<file path="src/rtl/dpca_pkg.sv">
package dpca_pkg;

  localparam int PORT_L = 0;
  localparam int PORT_R = 1;
  localparam int NPORT  = 2;

  typedef enum logic [1:0] {
    OWN_NONE  = 2'd0,
    OWN_LEFT  = 2'd1,
    OWN_RIGHT = 2'd2
  } owner_e;

  // datapath -> control: compare results of the registered request stage
  typedef struct packed {
    logic             match;
    logic [NPORT-1:0] stable;
    logic [NPORT-1:0] ce;
    logic [NPORT-1:0] we;
    logic [NPORT-1:0] extOk;
  } cmpInfo_t;

  // control -> datapath: qualified write strobes
  typedef struct packed {
    logic [NPORT-1:0] wrGo;
  } ctlStrobe_t;

endpackage

</file>
<file path="src/rtl/dpcaDatapath.sv">
module dpcaDatapath
  import dpca_pkg::*;
#(
  parameter int ADDR_W = 8
) (
  input  logic                          clk,
  input  logic                          rstN,
  input  logic [NPORT-1:0]              ceIn,
  input  logic [NPORT-1:0]              weIn,
  input  logic [NPORT-1:0][ADDR_W-1:0]  addrIn,
  input  logic [NPORT-1:0]              extBusyN,
  input  ctlStrobe_t                    strobe,
  output cmpInfo_t                      info,
  output logic [NPORT-1:0]              memWe,
  output logic [NPORT-1:0][ADDR_W-1:0]  memAddr
);

  logic [NPORT-1:0]             reqCe, reqWe, reqExtOk, prvCe;
  logic [NPORT-1:0][ADDR_W-1:0] reqAddr, prvAddr;
  logic [NPORT-1:0]             stableV;

  // request stage plus one cycle of history per port
  always_ff @(posedge clk or negedge rstN) begin
    if (!rstN) begin
      reqCe    <= '0;
      reqWe    <= '0;
      reqExtOk <= '1;
      prvCe    <= '0;
      reqAddr  <= '0;
      prvAddr  <= '0;
    end else begin
      for (int p = 0; p < NPORT; p++) begin
        reqCe[p]    <= ceIn[p];
        reqWe[p]    <= weIn[p];
        reqExtOk[p] <= extBusyN[p];
        reqAddr[p]  <= addrIn[p];
        prvCe[p]    <= reqCe[p];
        prvAddr[p]  <= reqAddr[p];
      end
    end
  end

  // a port is "stable" when it held the same enabled address last cycle
  for (genvar g = 0; g < NPORT; g++) begin : gStable
    assign stableV[g] = reqCe[g] & prvCe[g] & (reqAddr[g] == prvAddr[g]);
  end

  always_comb begin
    info.match  = reqCe[PORT_L] & reqCe[PORT_R] & (reqAddr[PORT_L] == reqAddr[PORT_R]);
    info.stable = stableV;
    info.ce     = reqCe;
    info.we     = reqWe;
    info.extOk  = reqExtOk;
  end

  // output stage toward the array: strobe and address move together
  always_ff @(posedge clk or negedge rstN) begin
    if (!rstN) begin
      memWe   <= '0;
      memAddr <= '0;
    end else begin
      for (int p = 0; p < NPORT; p++) begin
        memWe[p]   <= strobe.wrGo[p];
        memAddr[p] <= reqAddr[p];
      end
    end
  end

endmodule

</file>
<file path="src/rtl/dpcaControl.sv">
module dpcaControl
  import dpca_pkg::*;
(
  input  logic             clk,
  input  logic             rstN,
  input  logic             masterMode,
  input  cmpInfo_t         info,
  output ctlStrobe_t       strobe,
  output logic [NPORT-1:0] busyN
);

  owner_e ownerQ, ownerNext;
  logic [NPORT-1:0] lose;

  always_comb begin
    if (!masterMode || !info.match) begin
      ownerNext = OWN_NONE;
    end else if (ownerQ == OWN_NONE) begin
      // fresh collision: incumbent wins, tie goes left
      ownerNext = (info.stable[PORT_R] && !info.stable[PORT_L]) ? OWN_RIGHT : OWN_LEFT;
    end else begin
      ownerNext = ownerQ;
    end
  end

  always_comb begin
    lose[PORT_L] = masterMode & info.match & (ownerNext == OWN_RIGHT);
    lose[PORT_R] = masterMode & info.match & (ownerNext == OWN_LEFT);
    for (int p = 0; p < NPORT; p++) begin
      strobe.wrGo[p] = info.ce[p] & info.we[p] &
                       (masterMode ? ~lose[p] : info.extOk[p]);
    end
  end

  always_ff @(posedge clk or negedge rstN) begin
    if (!rstN) begin
      ownerQ <= OWN_NONE;
      busyN  <= '1;
    end else begin
      ownerQ <= ownerNext;
      busyN  <= ~lose;
    end
  end

endmodule

</file>
<file path="src/rtl/dpCollisionArb.sv">
module dpCollisionArb
  import dpca_pkg::*;
#(
  parameter int ADDR_W = 8
) (
  input  logic              clk,
  input  logic              rstN,
  input  logic              masterMode,
  input  logic              ceL,
  input  logic              weL,
  input  logic [ADDR_W-1:0] addrL,
  input  logic              ceR,
  input  logic              weR,
  input  logic [ADDR_W-1:0] addrR,
  input  logic              busyInLN,
  input  logic              busyInRN,
  output logic              busyOutLN,
  output logic              busyOutRN,
  output logic              memWeL,
  output logic [ADDR_W-1:0] memAddrL,
  output logic              memWeR,
  output logic [ADDR_W-1:0] memAddrR
);

  cmpInfo_t                     info;
  ctlStrobe_t                   strobe;
  logic [NPORT-1:0]             busyN, memWe;
  logic [NPORT-1:0][ADDR_W-1:0] memAddr;

  dpcaDatapath #(.ADDR_W(ADDR_W)) uDp (
    .clk      (clk),
    .rstN     (rstN),
    .ceIn     ({ceR, ceL}),
    .weIn     ({weR, weL}),
    .addrIn   ({addrR, addrL}),
    .extBusyN ({busyInRN, busyInLN}),
    .strobe   (strobe),
    .info     (info),
    .memWe    (memWe),
    .memAddr  (memAddr)
  );

  dpcaControl uCtl (
    .clk        (clk),
    .rstN       (rstN),
    .masterMode (masterMode),
    .info       (info),
    .strobe     (strobe),
    .busyN      (busyN)
  );

  assign busyOutLN = busyN[PORT_L];
  assign busyOutRN = busyN[PORT_R];
  assign memWeL    = memWe[PORT_L];
  assign memWeR    = memWe[PORT_R];
  assign memAddrL  = memAddr[PORT_L];
  assign memAddrR  = memAddr[PORT_R];

endmodule

</file>
<file path="config.mk">
export PLATFORM = sky130hd
export DESIGN_NAME = dpCollisionArb
export DESIGN_NICKNAME = d
export VERILOG_FILES = /design/src/rtl/dpca_pkg.sv /design/src/rtl/dpcaDatapath.sv /design/src/rtl/dpcaControl.sv /design/src/rtl/dpCollisionArb.sv
export SDC_FILE = /design/constraint.sdc
export NUM_CORES = 1
export LEC_CHECK = 0
export ABC_AREA = 1
export ABC_CLOCK_PERIOD_IN_PS = 1700
export BUFFER_PORTS_ARGS = -buffer_cell sky130_fd_sc_hd__buf_2
export CORE_MARGIN = 2
export CORE_UTILIZATION = 51
export CTS_CLUSTER_SIZE = 24
export DETAILED_ROUTE_END_ITERATION = 6
export PLACE_DENSITY = 0.78
export SYNTH_ARGS = -nofsm -noshare
export SYNTH_HDL_FRONTEND = slang
export SYNTH_SLANG_ARGS = --single-unit
</file>
<file path="constraint.sdc">
create_clock -name clk -period 1.7 [get_ports clk]
set_clock_uncertainty 0.15 [all_clocks]
set_input_delay 0.255 -clock clk [delete_from_list [all_inputs] [get_ports clk]]
set_output_delay 0.255 -clock clk [all_outputs]
set_load 0.03 [all_outputs]
</file>
==> Word-level counts from Yosys, hierarchy flattened <==
Index checks and enable logic that the tools add are counted.
{ "totals": {"out_inout_bits": 20, "elab_cells": 43, "inputBits": 25, "ff_bits": 46} }
{ "op_classes": {"eq_ne": 5, "reduce_logical": 6, "bitwise": 16, "muxes": 5} }
{ "ops": {"columns": ["operator", "count"], "rows": [
  ["$eq 8x8->1", 3],
  ["$and 1x1->1", 13],
  ["$mux 2", 3],
  ["$logic_not 1->1", 3],
  ["$eq 2x1->1 const B", 1],
  ["$eq 2x2->1 const B", 1],
  ["$logic_not 2->1", 1],
  ["$mux 1", 2],
  ["$not 1->1", 2],
  ["$not 2->2", 1],
  ["$logic_and 1x1->1", 1],
  ["$logic_or 1x1->1", 1]
]} }

==> Depth between registers and ports, before layout <==
{ "logic_depth": {"word_depth": 12, "mapped_depth": 12, "ltp_nobuf": 12} }

==> Modules after synthesis <==
From an unflattened synthesis, not the netlist that was laid out.
{ "unflattened": {"hier_cells": 162, "area_unflattened_um2": 1676.6} }
{ "modules_own_cells": {"columns": ["mod", "seq_area_each_um2", "instances", "cells_each", "area_per_inst_um2"], "rows": [
  ["dpcaDatapath", 1053.5, 1, 140, 1463.9],
  ["dpcaControl", 102.6, 1, 22, 212.7]
]} }

==> Worst setup path before layout <==
Ideal clock, no wire load.
{ "synth_path": {"path_kind": "reg-to-reg", "from": "register uDp.memAddr[12] (netlist name)", "to": "register uDp.memWe[0]", "path_slack_ps": 146, "path_buffers": 0, "required_time_ps": 1437, "path_stages_with_launch": 12, "arrival_ps": 1291, "period_less_slack_ps": 1554, "setup_time_ps": 113, "path_cell_list": "dfrtp_1 > inv_1 > nand2_1 > nand2_1 > nor2_1 > nand3_1 > nor2_2 > nand2_2 > a21oi_2 > nand2_2 > nand2_1 > inv_1"} }
{ "synth_lines": {"columns": ["element", "line", "text"], "rows": [
  ["end signal: indexed assignment", "dpcaDatapath.sv:63", "memWe[p] <= strobe.wrGo[p];"],
  ["end: declaration", "dpcaDatapath.sv:14", "output logic [NPORT-1:0] memWe,"]
]} }

==> impl_metrics.ini <==
[drt]
routed_wire_length_per_instance_um = 12.01
drtPass1Iterations = 4
dr.first_iter.drc_count = 33
finalWirelength_um = 3314
routed_via_density = 4.435
detail-route-antenna-nets = 0
vias = 1224
route.detailed.drc = 0

[min_path]
timing.hold.worst.start = masterMode
timing.hold.worst_path_depth = 4
worstHoldEndpoint = uDp.memWe[0]$_DFF_PN0_
hp-class = in2reg

[clock_network]
tritoncts_num_sinks = 46
cts_htree_levels = 2
cts-buffers-inserted = 5
clock_insertion_delay_worst_skew_ps = 360
path_clk_slew_ps = 120
clockBufferDepth = 2
tritoncts_clock_tree = yes
cts_root_buffer = clkbuf_4

[timing]
final.period_utilization = 0.9136
final_period_minus_worst_setup_slack_ps = 1553
grt_setup_unrepaired = yes
holdWs_ps = 109.1
finalHoldViolations = 0
max_freq_ghz = 0.6439
slew_limit_headroom = 0.6365
worstMarginPinSlew_ps = 545.2
fin_tns_setup_ps = 0
setup_violations = 0
max_transition_viols_final = 0

[finish]
fin_nets = 256
final_layout_size_suffix_gt1_frac = 0.2931
nFillCells = 260
syn_to_final_growth_pct = 34.28
antenna-diode-count = 0
design_area_mm2 = 0.002255
final_util = 0.7266

[power_and_ir_drop]
p_sw_uw = 497.9
comb_power_share = 0.124
share_clk_of_total_power = 0.267
fin_total_pwr_mw = 1.953
cellPowerDensity_mw_per_mm2 = 866.1
irDropWorstVdd_mv = 0.6433
sequential_cell_fraction_of_total_power = 0.609
cellInternalPower_mw = 1.455
leakage_nw = 1.185
power.switching_fraction = 0.2550

[die]
initial_core_utilization = 0.5411
ioPinCount = 45
design.core.area_mm2 = 0.003103
floorplan.die.width_um = 61.38
row_count = 20
die-height_um = 61.38
floorplan.die_area_mm2 = 0.003768

[global_routing]
global_route_wire_length_before_repair_um = 5368
grt_overflow_total = 0
grt_max_degree = 47
first_global_vias = 1276
gr-usage-all-layers = 0.2068
initial_antenna_violation_count = 0

[synthesis]
netlist_top_cells_count = dfrtp_1, nand2_1, inv_1
cell_with_the_most_instances_after_synthesis = dfrtp_1
yosys.cell_types.count = 19
post_synth_edffs = 0
post-synth-top-area-cell = dfrtp_1
yosys-top-cells-area = dfrtp_1, nand2_1, dfstp_2
yosys_warnings = 0
synth.net_count = 181
postSynthRegisterBits = 46
ys.flop_type = dfrtp_1
async_flop_share = 1.000
avgSynthCellArea_um2 = 10.76
ys_seq_area_frac = 0.6885
synth_top_area_frac = 0.6259
netlist_area_mm2 = 0.001679
postSynthCellCount = 156

[critical_path]
crit_required_ps = 1820
worstRegToRegCells = 11
r2r_slack_ps = 150
worstPathMaxFanout = 4
critical_path_end_type = register
start_kind = register
worstPathArrival_ps = 1670
launching_point_of_the_worst_reg2reg_path = uDp.reqAddr[12]$_DFF_PN0_
regToRegEndpoint = uDp.memWe[0]$_DFF_PN0_
timing_worst_setup_path_type = reg2reg

[place]
port_buffers = 44
detailed_place.area_mm2 = 0.001962
place.detailed.hpwl_um = 2262
finalWeightedCongestion = 0.8105

[job]
cap_viol_max_count = 0

[outcome]
status = completed
==> cell families after synthesis <==
group | Yosys count | share of synthesized area
AOI/OAI and AO/OA | 10 | 0.04322
DFF | 46 | 0.6885
and+or+nand+nor | 63 | 0.1587
buffers and inverters | 28 | 0.06259
xor gates and xnor gates | 9 | 0.04695
==> layer usage <==
metal  up-vias  part of all wire  global-route usage  wire length (um)
met5         -                 0                   0                 0
met2        24              0.55              0.3647              1820
met4         0             0.011             0.05471                35
met3         5             0.041             0.08193               137
li1        616                 -                   -                 -
met1       579              0.40              0.2351              1321
==> flip-flops by register name (all words and copies together), names as in the netlist <==
register      flops
uDp.reqWe         2
uCtl.busyN        2
uDp.reqExtOk      2
uDp.memAddr       8
uDp.prvCe         2
uDp.reqCe         2
uCtl.ownerQ       2
uDp.reqAddr      16
uDp.prvAddr       8
uDp.memWe         2
==> critical path, stage by stage (launching register included) <==
cell and delay, ps:
dfrtp_1 430, inv_2 60, nand2_2 50, nand2_1 60, nor2_1 100, nand3_1 80
nor2_2 100, nand2_2 90, a21oi_2 170, nand2_2 80, nand2_1 60, inv_1 30
==> cell type report <==
cell class	count	area, um^2	area share
multi-input cells	82	420.4	0.1865
clock inverters	1	5.005	0.002220
inverters	28	105.1	0.04662
repair buffers	68	457.9	0.2031
flip-flops and latches	46	1156	0.5128
clock buffers	7	55.05	0.02442
well taps	44	55.05	0.02442
==> metrics by stage <==
stage	cells	setup slack [ps]
final	276	146.9
after global routing	276	-8.408
after CTS	276	141.2
after detailed placement	245	149.7
after global placement	245	190.2
after floorplan	156	145.8
==> cells in the final DEF, fill, tap and decap left out <==
master         instances
a21oi_2                1
o211a_1                2
dlygate4sd3_1         23
xnor2_1                6
o22ai_1                1
clkinv_2               1
o21ai_1                3
nor2_1                15
inv_1                 24
clkbuf_1               1
a21oi_1                1
buf_2                 44
dfstp_2                4
inv_2                  4
o211ai_2               1
nor3_4                 1
clkbuf_4               5
dfrtp_1               42
nor2_2                 1
nand3_1                6
buf_4                  1
o21ai_0                1
nand2_2                4
clkbuf_8               1
nand2_1               36
xor2_1                 3
==> worst max-delay path by stage <==
stage,start,slack [ps],end
CTS,uDp.reqAddr[15]$_DFF_PN0_,140,uDp.memWe[1]$_DFF_PN0_
finish,uDp.reqAddr[12]$_DFF_PN0_,150,uDp.memWe[0]$_DFF_PN0_
global route,uDp.reqAddr[11]$_DFF_PN0_,-8,uDp.memWe[1]$_DFF_PN0_
floorplan,uDp.memAddr[12]$_DFF_PN0_,150,uDp.memWe[0]$_DFF_PN0_
global placement,uDp.reqCe[1]$_DFF_PN0_,190,uDp.memWe[0]$_DFF_PN0_
detailed placement,uDp.reqAddr[15]$_DFF_PN0_,150,uDp.memWe[1]$_DFF_PN0_
==> power groups by stage <==
stage               Combinational [mW]  Clock (mW)  Sequential [mW]
finish                           0.243       0.521             1.19
floorplan                       0.0699           0             1.25
detailed placement               0.202           0             1.21
CTS                              0.243       0.545             1.19
global route                     0.266       0.592             1.20
global placement                 0.196           0             1.21
==> what timing repair did <==
item                                   in CTS  in global routing
setup endpoints to repair                   0                  1
endpoints found under the hold margin      64                  0
gates resized for setup                     0                  3
hold buffers                               23                  0
setup buffers                               0                  0
(Power assumes the default switching activity.)
